**config.mk**
```make
export PLATFORM = sky130hd
export DESIGN_NAME = ipv4_csum_verifier
export DESIGN_NICKNAME = d
export VERILOG_FILES = /design/src/rtl/ipv4_csum_pkg.sv /design/src/rtl/csum_word_pack.sv /design/src/rtl/csum_oc_accum.sv /design/src/rtl/csum_field_capture.sv /design/src/rtl/ipv4_csum_verifier.sv
export SDC_FILE = /design/constraint.sdc
export NUM_CORES = 1
export LEC_CHECK = 0
export BUFFER_PORTS_ARGS = -buffer_cell sky130_fd_sc_hd__buf_2
export CAP_MARGIN = 10
export CORE_UTILIZATION = 40
export CTS_BUF_LIST = sky130_fd_sc_hd__clkbuf_2 sky130_fd_sc_hd__clkbuf_4 sky130_fd_sc_hd__clkbuf_8
export DETAILED_ROUTE_END_ITERATION = 12
export MAX_ROUTING_LAYER = met4
export PLACE_DENSITY = 0.69
export SYNTH_ARGS = -nofsm -noshare
export SYNTH_HDL_FRONTEND = slang
export SYNTH_SLANG_ARGS = --single-unit
```
**constraint.sdc**
```tcl
create_clock -name clk -period 4.7 [get_ports clk]
set_clock_uncertainty 0.05 [all_clocks]
set_input_delay 0.705 -clock clk [delete_from_list [all_inputs] [get_ports clk]]
set_output_delay 0.705 -clock clk [all_outputs]
set_load 0.01 [all_outputs]
```
**src/rtl/ipv4_csum_pkg.sv**
```systemverilog
package ipv4_csum_pkg;
    localparam int BYTE_W = 8;
    localparam int WORD_W = 2 * BYTE_W;

    typedef enum logic [1:0] {
        ST_IDLE   = 2'd0,
        ST_HI     = 2'd1,
        ST_LO     = 2'd2,
        ST_REPORT = 2'd3
    } csum_state_e;
endpackage

```
**src/rtl/csum_word_pack.sv**
```systemverilog
module csum_word_pack
    import ipv4_csum_pkg::*;
(
    input  logic              clk,
    input  logic              rst_n,
    input  logic              ld_msb,
    input  logic [BYTE_W-1:0] byte_in,
    output logic [WORD_W-1:0] word_out
);
    logic [BYTE_W-1:0] msb_q;

    always_ff @(posedge clk) begin
        if (!rst_n) begin
            msb_q <= '0;
        end else if (ld_msb) begin
            msb_q <= byte_in;
        end
    end

    // earlier byte of the pair is the upper half
    assign word_out = {msb_q, byte_in};
endmodule

```
**src/rtl/csum_oc_accum.sv**
```systemverilog
module csum_oc_accum
    import ipv4_csum_pkg::*;
(
    input  logic              clk,
    input  logic              rst_n,
    input  logic              clr,
    input  logic              add,
    input  logic [WORD_W-1:0] word_in,
    output logic [WORD_W:0]   acc_raw,
    output logic [WORD_W-1:0] sum_folded
);
    logic [WORD_W:0] acc_q;
    logic [WORD_W:0] acc_next;

    // fold the previous carry in while adding the new word
    always_comb begin
        acc_next = {1'b0, acc_q[WORD_W-1:0]}
                 + {{WORD_W{1'b0}}, acc_q[WORD_W]}
                 + {1'b0, word_in};
    end

    always_ff @(posedge clk) begin
        if (!rst_n) begin
            acc_q <= '0;
        end else if (clr) begin
            acc_q <= '0;
        end else if (add) begin
            acc_q <= acc_next;
        end
    end

    logic [WORD_W:0] fold_wide;
    always_comb begin
        fold_wide  = {1'b0, acc_q[WORD_W-1:0]} + {{WORD_W{1'b0}}, acc_q[WORD_W]};
        sum_folded = fold_wide[WORD_W-1:0];
    end

    assign acc_raw = acc_q;
endmodule

```
**src/rtl/csum_field_capture.sv**
```systemverilog
module csum_field_capture
    import ipv4_csum_pkg::*;
#(
    parameter int CNT_W     = 5,
    parameter int FIELD_POS = 10
) (
    input  logic              clk,
    input  logic              rst_n,
    input  logic              clr,
    input  logic              add,
    input  logic [CNT_W-1:0]  byte_idx,
    input  logic [WORD_W-1:0] word_in,
    output logic [WORD_W-1:0] field_out
);
    localparam logic [CNT_W-1:0] LOW_IDX = CNT_W'(FIELD_POS + 1);

    logic [WORD_W-1:0] field_q;

    always_ff @(posedge clk) begin
        if (!rst_n) begin
            field_q <= '0;
        end else if (clr) begin
            field_q <= '0;
        end else if (add && byte_idx == LOW_IDX) begin
            field_q <= word_in;
        end
    end

    assign field_out = field_q;
endmodule

```
**src/rtl/ipv4_csum_verifier.sv**
```systemverilog
module ipv4_csum_verifier
    import ipv4_csum_pkg::*;
#(
    parameter int HDR_BYTES = 20,
    parameter int CSUM_BYTE = 10
) (
    input  logic        clk,
    input  logic        rst_n,
    input  logic        in_valid,
    input  logic [7:0]  in_data,
    input  logic        in_sof,
    input  logic        in_last,
    output logic        res_valid,
    output logic        res_error,
    output logic [15:0] res_csum
);
    localparam int CNT_W = $clog2(HDR_BYTES + 1);
    localparam logic [CNT_W-1:0] LAST_IDX = CNT_W'(HDR_BYTES - 1);
    localparam logic [CNT_W-1:0] ONE      = CNT_W'(1);

    csum_state_e       state_q, state_d;
    logic [CNT_W-1:0]  cnt_q, cnt_d;
    logic              ld_msb, add_word, clr_acc;
    logic [WORD_W-1:0] word;
    logic [WORD_W:0]   acc_raw;
    logic [WORD_W-1:0] sum_folded;
    logic [WORD_W-1:0] field;
    logic              start;

    assign start = in_valid && in_sof;

    // state register
    always_ff @(posedge clk) begin
        if (!rst_n) begin
            state_q <= ST_IDLE;
            cnt_q   <= '0;
        end else begin
            state_q <= state_d;
            cnt_q   <= cnt_d;
        end
    end

    // next state and datapath control
    always_comb begin
        state_d  = state_q;
        cnt_d    = cnt_q;
        ld_msb   = 1'b0;
        add_word = 1'b0;
        clr_acc  = 1'b0;
        if (start) begin
            // START (any state): first byte is the high half of word 0
            clr_acc = 1'b1;
            ld_msb  = 1'b1;
            cnt_d   = ONE;
            state_d = in_last ? ST_IDLE : ST_LO;
        end else begin
            unique case (state_q)
                ST_IDLE: begin
                    state_d = ST_IDLE;
                end
                ST_HI: begin
                    if (in_valid) begin
                        ld_msb  = 1'b1;
                        cnt_d   = cnt_q + ONE;
                        state_d = in_last ? ST_IDLE : ST_LO;   // ABANDON / NEXT_PAIR
                    end
                end
                ST_LO: begin
                    if (in_valid) begin
                        add_word = 1'b1;
                        cnt_d    = cnt_q + ONE;
                        if (cnt_q == LAST_IDX) begin
                            state_d = in_last ? ST_REPORT : ST_IDLE; // FINISH / ABANDON
                        end else begin
                            state_d = in_last ? ST_IDLE : ST_HI;     // ABANDON / PAIR_DONE
                        end
                    end
                end
                ST_REPORT: begin
                    state_d = ST_IDLE;   // RELEASE
                end
                default: begin
                    state_d = ST_IDLE;
                end
            endcase
        end
    end

    // outputs
    always_comb begin
        res_valid = (state_q == ST_REPORT);
        res_error = (~sum_folded) != '0;
        res_csum  = field;
    end

    csum_word_pack u_pack (
        .clk      (clk),
        .rst_n    (rst_n),
        .ld_msb   (ld_msb),
        .byte_in  (in_data),
        .word_out (word)
    );

    csum_oc_accum u_acc (
        .clk        (clk),
        .rst_n      (rst_n),
        .clr        (clr_acc),
        .add        (add_word),
        .word_in    (word),
        .acc_raw    (acc_raw),
        .sum_folded (sum_folded)
    );

    csum_field_capture #(
        .CNT_W     (CNT_W),
        .FIELD_POS (CSUM_BYTE)
    ) u_cap (
        .clk       (clk),
        .rst_n     (rst_n),
        .clr       (clr_acc),
        .add       (add_word),
        .byte_idx  (cnt_q),
        .word_in   (word),
        .field_out (field)
    );
endmodule

```
Yosys cells after proc, flatten, opt, wreduce, memory -nomap -nowiden
Cells that the tools add are included.

Output and inout bits: 18. Logic and storage cells: 48. Register bits after elaboration: 48. Bits of input ports: 13.

Mux-type cells: 17. Bitwise logic cells: 2. Reduce and logical (&&, ||, !) cells: 13. Add/subtract/negate cells: 3. Equal/unequal tests: 7.

Operators by type and width (count): 16-bit by 1-bit adder with 17-bit output (1); 17-bit by 16-bit adder with 17-bit output (1); 16-bit inverter (1); 16-bit nonzero test (1); 2-bit 2-to-1 mux (6); 1-bit 2-to-1 mux (10); 2-bit OR reduction (4); 3-bit != test, second input constant (2); 2-bit case mux with 3 select lines (1); 2-bit AND reduction (3); 5-bit by 1-bit adder with 5-bit output, second input constant (1); 5-bit by 4-bit equality test with 1-bit output, second input constant (1); 5-bit equality test, second input constant (1); 2-bit equality test, second input constant (2); 2-bit nonzero test (2); 2-bit by 1-bit equality test with 1-bit output, second input constant (1); 1-bit logical AND (2); 2-bit logical NOT (1); 1-bit inverter (1).

Logic depth before layout (Yosys ltp)
Gate-level depths: netlist of the first run.

Depth after elaboration: 5. Mapped depth: 14. Gate-level depth less buffers: 13.

Modules after synthesis
A second synthesis of the first run with hierarchy kept.

Cell total of the unflattened synthesis: 391. Area, all modules: 3350.7 µm².

Modules (own cells, without submodules): csum_oc_accum (cells each 230, times used 1, seq. area each 340.3 µm², area each 1843.0 µm²); csum_field_capture (cells each 76, times used 1, seq. area each 320.3 µm², area each 694.4 µm²); ipv4_csum_verifier (cells each 52, times used 1, seq. area each 140.1 µm², area each 451.7 µm²); csum_word_pack (cells each 33, times used 1, seq. area each 160.2 µm², area each 361.6 µm²).

Least setup slack after synthesis of the first run
OpenSTA, ideal clock, no wires.

Kind: register to register. From: reg u_acc.acc_q[0] (netlist: u_acc.acc_raw[0]). To: reg u_acc.acc_q[13] (netlist: u_acc.acc_raw[13]). Arrival time: 2.581 ns. Buffers on the path: 0. Setup time: 0.063 ns. Required time: 4.587 ns. Clock period less this slack: 2.694 ns. Cell stages (with the launch flop): 14. Setup slack: 2.006 ns. Cells stage by stage: dfxtp_1 > ha_1 > ha_1 > nand3_1 > nor2_1 > nand2_1 > xnor2_1 > ha_1 > a21oi_1 > o211ai_2 > a31oi_4 > o221ai_2 > a2111o_1 > nand3_1.

Longest elaborated chain between the ends: 2.

RTL lines: start: declaration (line csum_oc_accum.sv:12) `logic [WORD_W:0] acc_q;`; start signal: assignment (line csum_oc_accum.sv:28) `acc_q <= acc_next;`; 16-bit by 1-bit adder with 17-bit output; 17-bit by 16-bit adder with 17-bit output (line csum_oc_accum.sv:19) `+ {1'b0, word_in};`.

No other way between the ends. A chain may end at the register's enable or synchronous reset.

Final worst setup path of the first run
From: reg u_acc.acc_q[0] (netlist: u_acc.acc_raw[0]). To: reg u_acc.acc_q[14] (netlist: u_acc.acc_raw[14]).

Same word-level chain as after synthesis.

==> summary.md, run 1 <==
| Metric | Value |
|---|---|
| Critical path origin | u_acc.acc_raw[0] |
| Outcome | finished, final reports clean |
| Layout net count | a little over 400 |
| Slowest cell on the critical path | or4_1 |
| Share of layout cells above drive strength 1 | roughly 14% |
| Max-slew headroom | a little over a quarter |
| Final ANT Viol Nets | 0 |
| Cell area after synthesis | slightly below 0.003 mm2 |
| Ys flop type | dfxtp_1 |
| Worst path depth | 12 |
| Post-synth top area share | about a third |
| Worst EP required | slightly below 5 ns |
| Post-CTS sizing | 0 |
| Core footprint | around 0.007 mm2 |
| Placed cell areas | about 0.0032 mm2 |
| HP Class | reg -> reg |
| Crit-path max FO | 5 |
| Largest net degree at the start of global routing | 32 |
| Setup Viol. Count Final | 0 |
| Worst setup SP type | flop |
| Worst-path clk slew | approximately 0.10 ns |
| Grt total ovfl | 0 |
| Vias in the first global route | between 2000 and 2500 |
| Top post-synthesis cells by count | 51 x nor2_1, 48 x dfxtp_1, 31 x nand2_1 |
| Peak VDD IR | approximately 0.00013 V |
| IO Pins | 31 |
| R2R Setup Slk | about 1.5 ns |
| Sink Count | 48 |
| H-Tree Depth | 2 |
| CP Class | reg -> reg |
| Die Y | 88.03 um |
| Max Buffers Root-to-Sink | 2 |
| Final period util | roughly two thirds |
| Cell taking the most area after synthesis | dfxtp_1 |
| TritonCTS clock tree | built |
| DP HPWL | 5485 um |
| Hold_buf cts | 0 |
| EDFF count, synth | 0 |
| Final wirelength | 7101 um |
| Initial Utilization | 42.40% |
| Yosys Warn Count | 0 |
| Num CTS Buffers | 5 |
| Row count | 30 |
| Final GP Congestion | between 0.9 and 1 |
| Crit path buf inv count | 0 |
| Critical R2R Capture | u_acc.acc_raw[14] |
| Finished Cell Area | between 0.003 and 0.004 mm2 |
| Syn_area_per_cell | between 8 and 9 um2 |
| Clock Latency Late Sink | 0.31 ns |
| Synth async-reset ratio | 0% |
| Worst Path Arrival | about 3.4 ns |
| Via count | roughly 2600 |
| Fin. max-slew vios | 0 |
| Crit Reg-Reg Startpoint | u_acc.acc_raw[0] |
| Critical path, cell by cell | ha_1, ha_1, nand3_1, nor2_1, nand2_1, xnor2_1, ha_1, or4_1, o221ai_1, a21oi_1, xnor2_1, a211oi_1 |
| Pwr Density | ~230 mW/mm2 |
| Dpl cells | roughly 460 |
| 1st-pass router iterations | 4 |
| Hold Vio Cnt, Final | 0 |
| Post-synthesis sequential area ratio | around a third |
| Residual DRC | 0 |
| Post-Route Setup TNS | 0 ns |
| Area growth from synthesis to layout | 10.90% |
| Post-DR vias/cell | approximately 5.5 |
| GRT Resource Usage Total | around a fifth |
| CP max stage delay | approximately 0.56 ns |
| Leak | 1.519 nW |
| Synth Instances | around 350 |
| FMAX | around 0.31 GHz |
| Iter 0 DRT Violations | between 100 and 150 |
| Max_cap viols | 0 |
| Number of distinct library cells after synthesis | 59 |
| Yosys reg bits | 48 |
| Final min period | between 3 and 4 ns |
| Initial antenna violation count | 0 |
| Top cells by area, synth | dfxtp_1 32%, ha_1 11%, mux2i_1 7.8% |
| Wire length of the first global-routing pass | approximately 12000 um |
| N_diodes | 0 |
| Setup Buffers After CTS | 0 |
| Least-Margin Pin Slew | approximately 1.1 ns |
| I/O Buffers | 30 |
| Die area | just under 0.008 mm2 |
| Wirelength per Cell | approximately 15 um |
| R2R depth | 12 |
| Fillers | roughly 700 |
| Most common cell in the netlist | nor2_1 |
| CP Capture Type | flop |
| Syn Nets | approximately 380 |
| CP most frequent cell | ha_1 |
| RSZ-0062 raised after global routing | no |
| Worst Setup EP | u_acc.acc_raw[14] |
| Clock Root Buffer | clkbuf_8 |
| Non-Filler Instances | 470 |
| Die Width | approximately 88 um |
| Kind of cell adding the most delay to the critical path | simple AND/OR/NAND/NOR gates |
cell usage in the layout (no fill, tap or decap), types with 2 or more instances in the layout:
| cell | count |
|---|---|
| o21ai_0 | 11 |
| xnor2_1 | 16 |
| and3_1 | 5 |
| a21oi_1 | 22 |
| o211ai_1 | 2 |
| ha_1 | 25 |
| nor2b_1 | 3 |
| xor2_1 | 9 |
| a211o_1 | 2 |
| a211oi_1 | 4 |
| inv_1 | 10 |
| or4_1 | 2 |
| nor4bb_1 | 2 |
| or3_1 | 2 |
| buf_2 | 30 |
| clkbuf_8 | 6 |
| mux2i_1 | 23 |
| a31oi_1 | 2 |
| nand3_1 | 14 |
| nor3_1 | 3 |
| a21o_1 | 3 |
| nand4_1 | 11 |
| nor2_1 | 51 |
| nand2b_1 | 2 |
| o211a_1 | 2 |
| dfxtp_1 | 48 |
| nand2_1 | 31 |
worst min path at each step:
stage | start | end | depth (start not counted)
final | u_acc.acc_raw[16] | u_acc.acc_raw[16] | 2
after global routing | u_acc.acc_raw[16] | u_acc.acc_raw[16] | 2
after CTS | u_acc.acc_raw[16] | u_acc.acc_raw[16] | 2
after detailed placement | u_acc.acc_raw[16] | u_acc.acc_raw[16] | 2
after global placement | u_acc.acc_raw[16] | u_acc.acc_raw[16] | 2
after floorplan | u_acc.acc_raw[16] | u_acc.acc_raw[16] | 2
state kept, by name (all words and copies together) (netlist names):
register	cells
state_q	2
u_pack.msb_q	8
cnt_q	5
u_acc.acc_raw	17
u_cap.field_out	16
cell type report:
type / count / area, um2 / area share [%]
Multi-Input combinational cell: 277 / 1914 / 58.31
Sequential cell: 48 / 960.9 / 29.27
Timing Repair Buffer: 30 / 150.1 / 4.573
Tap cell: 96 / 120.1 / 3.659
Clock buffer: 6 / 82.58 / 2.515
Inverter: 11 / 41.29 / 1.258
Clock inverter: 2 / 13.76 / 0.4192
per-layer routing:
layer | vias up | track usage, % | wire, um
met5 | - | - | 0
met4 | 0 | 6.891 | 108
met3 | 8 | 2.639 | 302
met2 | 62 | 32.56 | 3196
met1 | 1197 | 25.79 | 3494
li1 | 1300 | - | -
worst register-to-register path, cell delays in order, from the launching register on:
cell      delay, ns
dfxtp_1        0.36
ha_1           0.20
ha_1           0.19
nand3_1        0.17
nor2_1         0.19
nand2_1        0.09
xnor2_1        0.15
ha_1           0.24
or4_1          0.56
o221ai_1       0.37
a21oi_1        0.16
xnor2_1        0.16
a211oi_1       0.21
cells by family (layout without fill, tap and decap cells):
| group | after synthesis | after routing | synth area share [%] |
|---|---|---|---|
| buffers and inverters | 20 | 49 | 2.874 |
| AOI/OAI and AO/OA | 68 | 68 | 16.23 |
| adders and majority gates | 26 | 26 | 11.24 |
| muxes | 23 | 23 | 7.777 |
| and+or+nand+nor | 135 | 135 | 22.02 |
| DFF | 48 | 48 | 32.46 |
| xor gates and xnor gates | 25 | 25 | 7.396 |
power breakdown:
| part | switching, mW | internal (mW) |
|---|---|---|
| Combinational | 0.0399 | 0.0220 |
| Sequential | 0.00627 | 0.412 |
| Clock | 0.151 | 0.121 |
metrics by stage:
| step | hold slack, ns | util [%] | worst slack, ns | power [mW] |
|---|---|---|---|---|
| 3_3_place_gp | 0.4038 | 45.65 | 1.666 | 0.4877 |
| 6_report | 0.4265 | 47.03 | 1.484 | 0.7519 |
| 3_5_place_dp | 0.4093 | 45.65 | 1.591 | 0.4890 |
| 4_1_cts | 0.4240 | 47.03 | 1.519 | 0.7537 |
| 5_1_grt | 0.4374 | 47.03 | 1.298 | 0.7771 |
| 2_1_floorplan | 0.3791 | - | 2.006 | 0.4670 |
Note: power is estimated with default switching activity, not from simulation.
==> inputs of run 2 (changes only) <==
ABC_AREA = 1   (was unset)
PLACE_DENSITY = 0.68   (was 0.69)
clock period = 3.3 ns   (was 4.7 ns; I/O delays follow)
==> run 2 against run 1 <==
Compared with the run above: design area is 16% higher; sequential power is 47% higher; synthesized cell count up 58%; worst hold slack worse by 0.020 ns; final cell count is 45% higher; global-route usage rose by 0.61 points; first-iteration DRC count fell by 2.3%; non-clock buffer count up 1; register-to-register slack got worse by 1.2 ns; clock power up 42%; largest cell class unchanged; highest routed layer unchanged.
==> summary.md, run 2 <==
| Metric | Value |
|---|---|
| Outcome | finished, final reports clean |
| Worst EP required | around 3.5 ns |
| Ys flop type | dfxtp_1 |
| R2R Setup Slk | 0.27 ns |
| Core footprint | about 0.0083 mm2 |
| Fillers | just under 900 |
| Initial Utilization | 41.81% |
| CP Capture Type | flop |
| HP Class | in -> reg |
| Most common cell in the netlist | nand2_1 |
| Yosys reg bits | 48 |
| Cell area after synthesis | between 0.003 and 0.004 mm2 |
| Crit-path max FO | 5 |
| Hold_buf cts | 0 |
| Synth async-reset ratio | 0% |
| Non-Filler Instances | approximately 700 |
| EDFF count, synth | 0 |
| Hold Vio Cnt, Final | 0 |
| Max-slew headroom | 63.42% |
| Setup slack at placement | ~0.36 ns |
| Initial antenna violation count | 0 |
| Multi-input logic area | ~0.0021 mm2 |
| Wirelength per Cell | between 10 and 15 um |
| Post-synthesis sequential area ratio | approximately 28% |
| Syn Nets | around 590 |
| Commonest non-fill, non-tap cell in the layout | nand2_1 |
| Least-Margin Pin Slew | between 0.5 and 0.6 ns |
| Setup Buffers After CTS | 0 |
| I/O Buffers | 30 |
| Die area | between 0.009 and 0.01 mm2 |
| Final min period | 3.028 ns |
| Grt total ovfl | 0 |
| Leak | slightly below 2 nW |
| GRT Resource Usage Total | slightly above 20% |
| Number of distinct library cells after synthesis | 39 |
| Die Width | ~95 um |
| Most frequent cells in the layout | 157 x nand2_1, 99 x inv_1, 48 x dfxtp_1 |
| N_diodes | 0 |
| Cell taking the most area after synthesis | dfxtp_1 |
| Final wirelength | about 8500 um |
| DP HPWL | between 6000 and 7000 um |
| Sink Count | between 40 and 50 |
| CP Class | reg -> reg |
| Yosys Warn Count | 0 |
| Area growth from synthesis to layout | 9.257% |
| Row count | 33 |
| RSZ-0062 raised after global routing | no |
| Clock Root Buffer | clkbuf_8 |
| Register Area | roughly 960 um2 |
| Final Hold Slack | 0.4064 ns |
| Layout net count | about 610 |
| Max Buffers Root-to-Sink | 2 |
| Vias in the first global route | 3092 |
| Fin. max-slew vios | 0 |
| Post-CTS sizing | 0 |
| FMAX | around 0.33 GHz |
| Peak VDD IR | around 0.00016 V |
| Residual DRC | 0 |
| Pwr Density | 304.1 mW/mm2 |
| Die Y | 95.37 um |
| Top cells by area, synth | dfxtp_1 28%, nand2_1 17%, inv_1 11% |
| 1st-pass router iterations | 4 |
| Dpl cells | between 600 and 700 |
| Post-DR vias/cell | a little under 5 |
| Syn_area_per_cell | approximately 6.4 um2 |
| Clock Latency Late Sink | ~0.32 ns |
| IO Pins | 31 |
| Worst-path clk slew | roughly 0.090 ns |
| Largest net degree at the start of global routing | 21 |
| Final ANT Viol Nets | 0 |
| Num CTS Buffers | 5 |
| Post-Route Setup TNS | 0 ns |
| Post-route setup slack | about 0.27 ns |
| Share of layout cells above drive strength 1 | about 14% |
| Max reg flops | 17 |
| Worst setup SP type | flop |
| Worst Path Arrival | 3.19 ns |
| TritonCTS clock tree | built |
| Iter 0 DRT Violations | 128 |
| Top post-synthesis cells by count | 157 x nand2_1, 99 x inv_1, 48 x dfxtp_1 |
| Final period util | roughly nine tenths |
| Setup Viol. Count Final | 0 |
| Final GP Congestion | about 0.92 |
| Via count | 3294 |
| Synth Instances | around 550 |
| Max_cap viols | 0 |
| H-Tree Depth | 2 |
| Wire length of the first global-routing pass | approximately 14000 um |
| Post-synth top area share | between 20% and 30% |
run 2: cells by family (layout without fill, tap and decap cells):
logic type,Yosys count,after routing,synth area share (%)
AND/OR/NAND/NOR,272,272,34.37
buffers and inverters,116,146,13.56
AO/OA/AOI/OAI,73,73,12.20
flip-flops,48,48,27.56
adder cells (fa/ha/maj),26,26,9.544
XOR/XNOR,11,11,2.763
run 2: worst max-delay path: stages, from the launching register on:
cell,delay [ns]
dfxtp_1,0.36
ha_1,0.24
ha_1,0.25
nand2_2,0.10
nor2_4,0.17
nand3_1,0.18
xor2_1,0.32
ha_1,0.36
nand2_1,0.18
inv_1,0.06
nand2_1,0.06
nand2_1,0.05
a21oi_1,0.19
nand2_1,0.08
nand2_1,0.07
nand3_1,0.09
nand2_1,0.09
inv_1,0.04
run 2: cell type report:
cell class	instances	area share [%]
inverters	107	10.74
clock inverters	2	0.3941
repair buffers	31	4.138
clock buffers	6	2.167
well taps	105	3.448
flip-flops and latches	48	25.22
multi-input cells	382	53.89
run 2: where the power goes:
group,switching [mW],internal (mW)
registers,0.0190,0.594
logic,0.105,0.0535
clock network,0.217,0.170
total,0.341,0.818
run 2: metal layers:
layer | part of all wire [%] | vias up | global-route usage (%)
met5 | 0 | - | -
met4 | 1.5 | 0 | 7.587
met3 | 4.7 | 8 | 2.392
met2 | 47 | 70 | 34.64
met1 | 46 | 1473 | 25.60
li1 | - | 1743 | -
run 2: worst paths after layout:
kind	from	end	cells after the start
max	u_acc.acc_raw[0]	u_acc.acc_raw[14]	17
min	in_data[2]	u_cap.field_out[2]	3
max reg2reg	u_acc.acc_raw[0]	u_acc.acc_raw[14]	17
min reg2reg	u_cap.field_out[0]	u_cap.field_out[0]	2
run 2: through the flow:
step / power (mW) / cell area (um2) / utilization (%)
detailed placement: 0.7834 / 3712 / 44.51
CTS: 1.174 / 3810 / 45.68
floorplan: 0.7348 / 3487 / -
global route: 1.220 / 3810 / 45.68
global placement: 0.7800 / 3712 / 44.51
finish: 1.159 / 3810 / 45.68
==> inputs of run 3 (changes only) <==
RECOVER_POWER = 50   (was unset)
SYNTH_HIERARCHICAL = 1   (was unset)
==> run 3 against run 2 <==
Compared with the run above: the flow now finishes with violations (DRC, capacitance limit, slew limit); sequential power shrank 0.8%; global-route usage shrank 1.9 points; routed wire length shrank 2.8%; clock power grew 12%; non-clock buffer count grew 1; flip-flop and latch count is the same; combinational power grew 4%; synthesized cell count grew 11%; largest cell class unchanged; largest power group unchanged; highest routed layer unchanged.
==> summary.md, run 3 <==
| Metric | Value |
|---|---|
| Outcome | finished with violations |
| Failing checks | DRC, capacitance limit, slew limit |
| Num CTS Buffers | 5 |
| HP Class | reg -> reg |
| H-Tree Depth | 2 |
| Synth async-reset ratio | 0% |
| Post-CTS sizing | 0 |
| EDFF count, synth | 0 |
| Post-synthesis sequential area ratio | about a quarter |
| Commonest non-fill, non-tap cell in the layout | nand2_1 |
| Sink Count | 48 |
| Worst Path Arrival | roughly 2.4 ns |
| CP Class | reg -> out |
| Top cells by area, synth | dfxtp_1 26%, nand2_1 17%, inv_1 13% |
| Pwr Density | about 310 mW/mm2 |
| Core footprint | slightly below 0.009 mm2 |
| Most common cell in the netlist | nand2_1 |
| Wire length of the first global-routing pass | ~14000 um |
| Max Buffers Root-to-Sink | 2 |
| Initial antenna violation count | 0 |
| Hold_buf cts | 0 |
| Final period util | 89.89% |
| Post-synth top area share | between 20% and 30% |
| Yosys reg bits | 48 |
| FMAX | around 0.34 GHz |
| Via count | roughly 3500 |
| Post-DR vias/cell | 4.738 |
| Clock Latency Late Sink | approximately 0.30 ns |
| Die Y | 98.55 um |
| Area growth from synthesis to layout | 5.336% |
| Register Area | approximately 960 um2 |
| Max_cap viols | 2 |
| Wirelength per Cell | 11.28 um |
| Largest net degree at the start of global routing | 33 |
| CP max stage delay | 0.38 ns |
| Vias in the first global route | 3302 |
| Initial Utilization | 41.94% |
| Ys flop type | dfxtp_1 |
| Worst setup SP type | flop |
| TritonCTS clock tree | built |
| Syn Nets | about 640 |
| Worst EP required | around 2.8 ns |
| Top post-synthesis cells by count | 169 x nand2_1, 126 x inv_1, 64 x nor2_1 |
| Fin. max-slew vios | 50 |
| Leak | between 2 and 2.5 nW |
| GRT Resource Usage Total | between 10% and 20% |
| Critical path, cell by cell | ha_1, ha_1, nand2_1, nor2_2, nand4_2, nor3_2, nand2_1, xor2_1, nand4_1, nor2_1, nand2_1, buf_2 |
| Die Width | 98.55 um |
| Number of distinct library cells after synthesis | 32 |
| Share of layout cells above drive strength 1 | just under 7% |
| Max-slew headroom | -24.58% |
| Row count | 34 |
| Cell area after synthesis | about 0.0037 mm2 |
| Cell taking the most area after synthesis | dfxtp_1 |
| Slowest cell on the critical path | dfxtp_1 |
| Final Hold Slack | about 0.44 ns |
| Syn_area_per_cell | 6.173 um2 |
| Setup Viol. Count Final | 0 |
| Multi-input logic area | 0.002096 mm2 |
| Die area | around 0.0097 mm2 |
| Setup Buffers After CTS | 0 |
| IO Pins | 31 |
| Tot Pwr | roughly 1.2 mW |
| Post-Route Setup TNS | 0 ns |
| Final GP Congestion | around 1.0 |
| Worst-path clk slew | 0.09 ns |
| Yosys Warn Count | 6 |
| Residual DRC | 5 |
| Max reg flops | 17 |
| Final ANT Viol Nets | 0 |
| Most frequent cells in the layout | 169 x nand2_1, 126 x inv_1, 65 x nor2_1 |
| Clock Root Buffer | clkbuf_8 |
| CP most frequent cell | nand2_1 |
| Iter 0 DRT Violations | roughly 180 |
| Least-Margin Pin Slew | around 1.9 ns |
| Fillers | 944 |
| Final wirelength | slightly above 8000 um |
| Layout net count | 660 |
| Grt total ovfl | 0 |
| I/O Buffers | 30 |
| Peak VDD IR | 0.0001372 V |
| Hold Vio Cnt, Final | 0 |
| Final min period | between 2 and 3 ns |
| DP HPWL | 6645 um |
| CP Capture Type | output pin |
| Crit-path max FO | 4 |
| RSZ-0062 raised after global routing | no |
| 1st-pass router iterations | 11 |
| Synth Instances | 604 |
| N_diodes | 0 |
-- run 3: cell count changes in the layout (fill, tap and decap cells not counted), moves of 9 or more --
cell	delta
nand2_1	+12
inv_1	+27
o21ai_1	-9
nand3_1	+19
clkbuf_1	+18
nor2_1	+25
nand2_2	-12
buf_2	-17
-- run 3: final cells by class --
cell class,count,share of cell area [%]
inverters,128,12.23
repair buffers,32,3.568
clock inverters,3,1.179
clock buffers,5,1.752
flip-flops and latches,48,24.47
multi-input cells,406,53.36
well taps,108,3.441
-- run 3: per-layer routing --
layer / GRT usage [%] / part of all wire, %
met1: 23.17 / 48
met2: 31.42 / 46
met3: 2.695 / 3.4
met4: 6.429 / 2.1
met5: - / 0
-- run 3: kinds of logic (layout without fill, tap and decap cells) --
family / Yosys count / count (layout) / share of synthesized area [%]
XOR/XNOR: 16 / 16 / 3.759
buffers and inverters: 150 / 168 / 17.95
adder cells (fa/ha/maj): 26 / 26 / 8.926
AND/OR/NAND/NOR: 317 / 317 / 36.95
flip-flops: 48 / 48 / 25.77
AO/OA/AOI/OAI: 47 / 47 / 6.645
-- run 3: final timing paths --
path	from	to	slack, ns	depth (start not counted)
setup / recovery	u_acc/acc_raw[0]	res_error	0.33	12
hold / removal	u_cap/field_out[2]	u_cap/field_out[2]	0.44	2
setup reg to reg	u_acc/acc_raw[0]	u_acc/acc_raw[14]	0.40	19
hold reg to reg	u_cap/field_out[2]	u_cap/field_out[2]	0.44	2
-- run 3: worst max-delay path: cells and delay by family, from the launching register on --
family,cells,cell delay [ns]
buffers and inverters,1,0.14
AND/OR/NAND/NOR,8,1.04
XOR/XNOR,1,0.19
adder cells (fa/ha/maj),2,0.35
flip-flops,1,0.38
-- run 3: per-stage QoR --
| step | setup WS [ns] | cells | instance area [um2] | util (%) |
|---|---|---|---|---|
| after floorplan | 0.7948 | 604 | 3729 | - |
| after global placement | 0.5297 | 722 | 3845 | 43.25 |
| after detailed placement | 0.4510 | 722 | 3845 | 43.25 |
| after CTS | 0.3293 | 730 | 3960 | 44.54 |
| after global routing | 0.05863 | 730 | 3928 | 44.17 |
| final | 0.3337 | 730 | 3928 | 44.17 |
-- run 3: power by group --
part / switching [mW] / total (mW) / internal, mW
sequential: 0.0155 / 0.608 / 0.593
combinational: 0.107 / 0.164 / 0.0569
clock: 0.206 / 0.434 / 0.228
total: 0.328 / 1.21 / 0.878
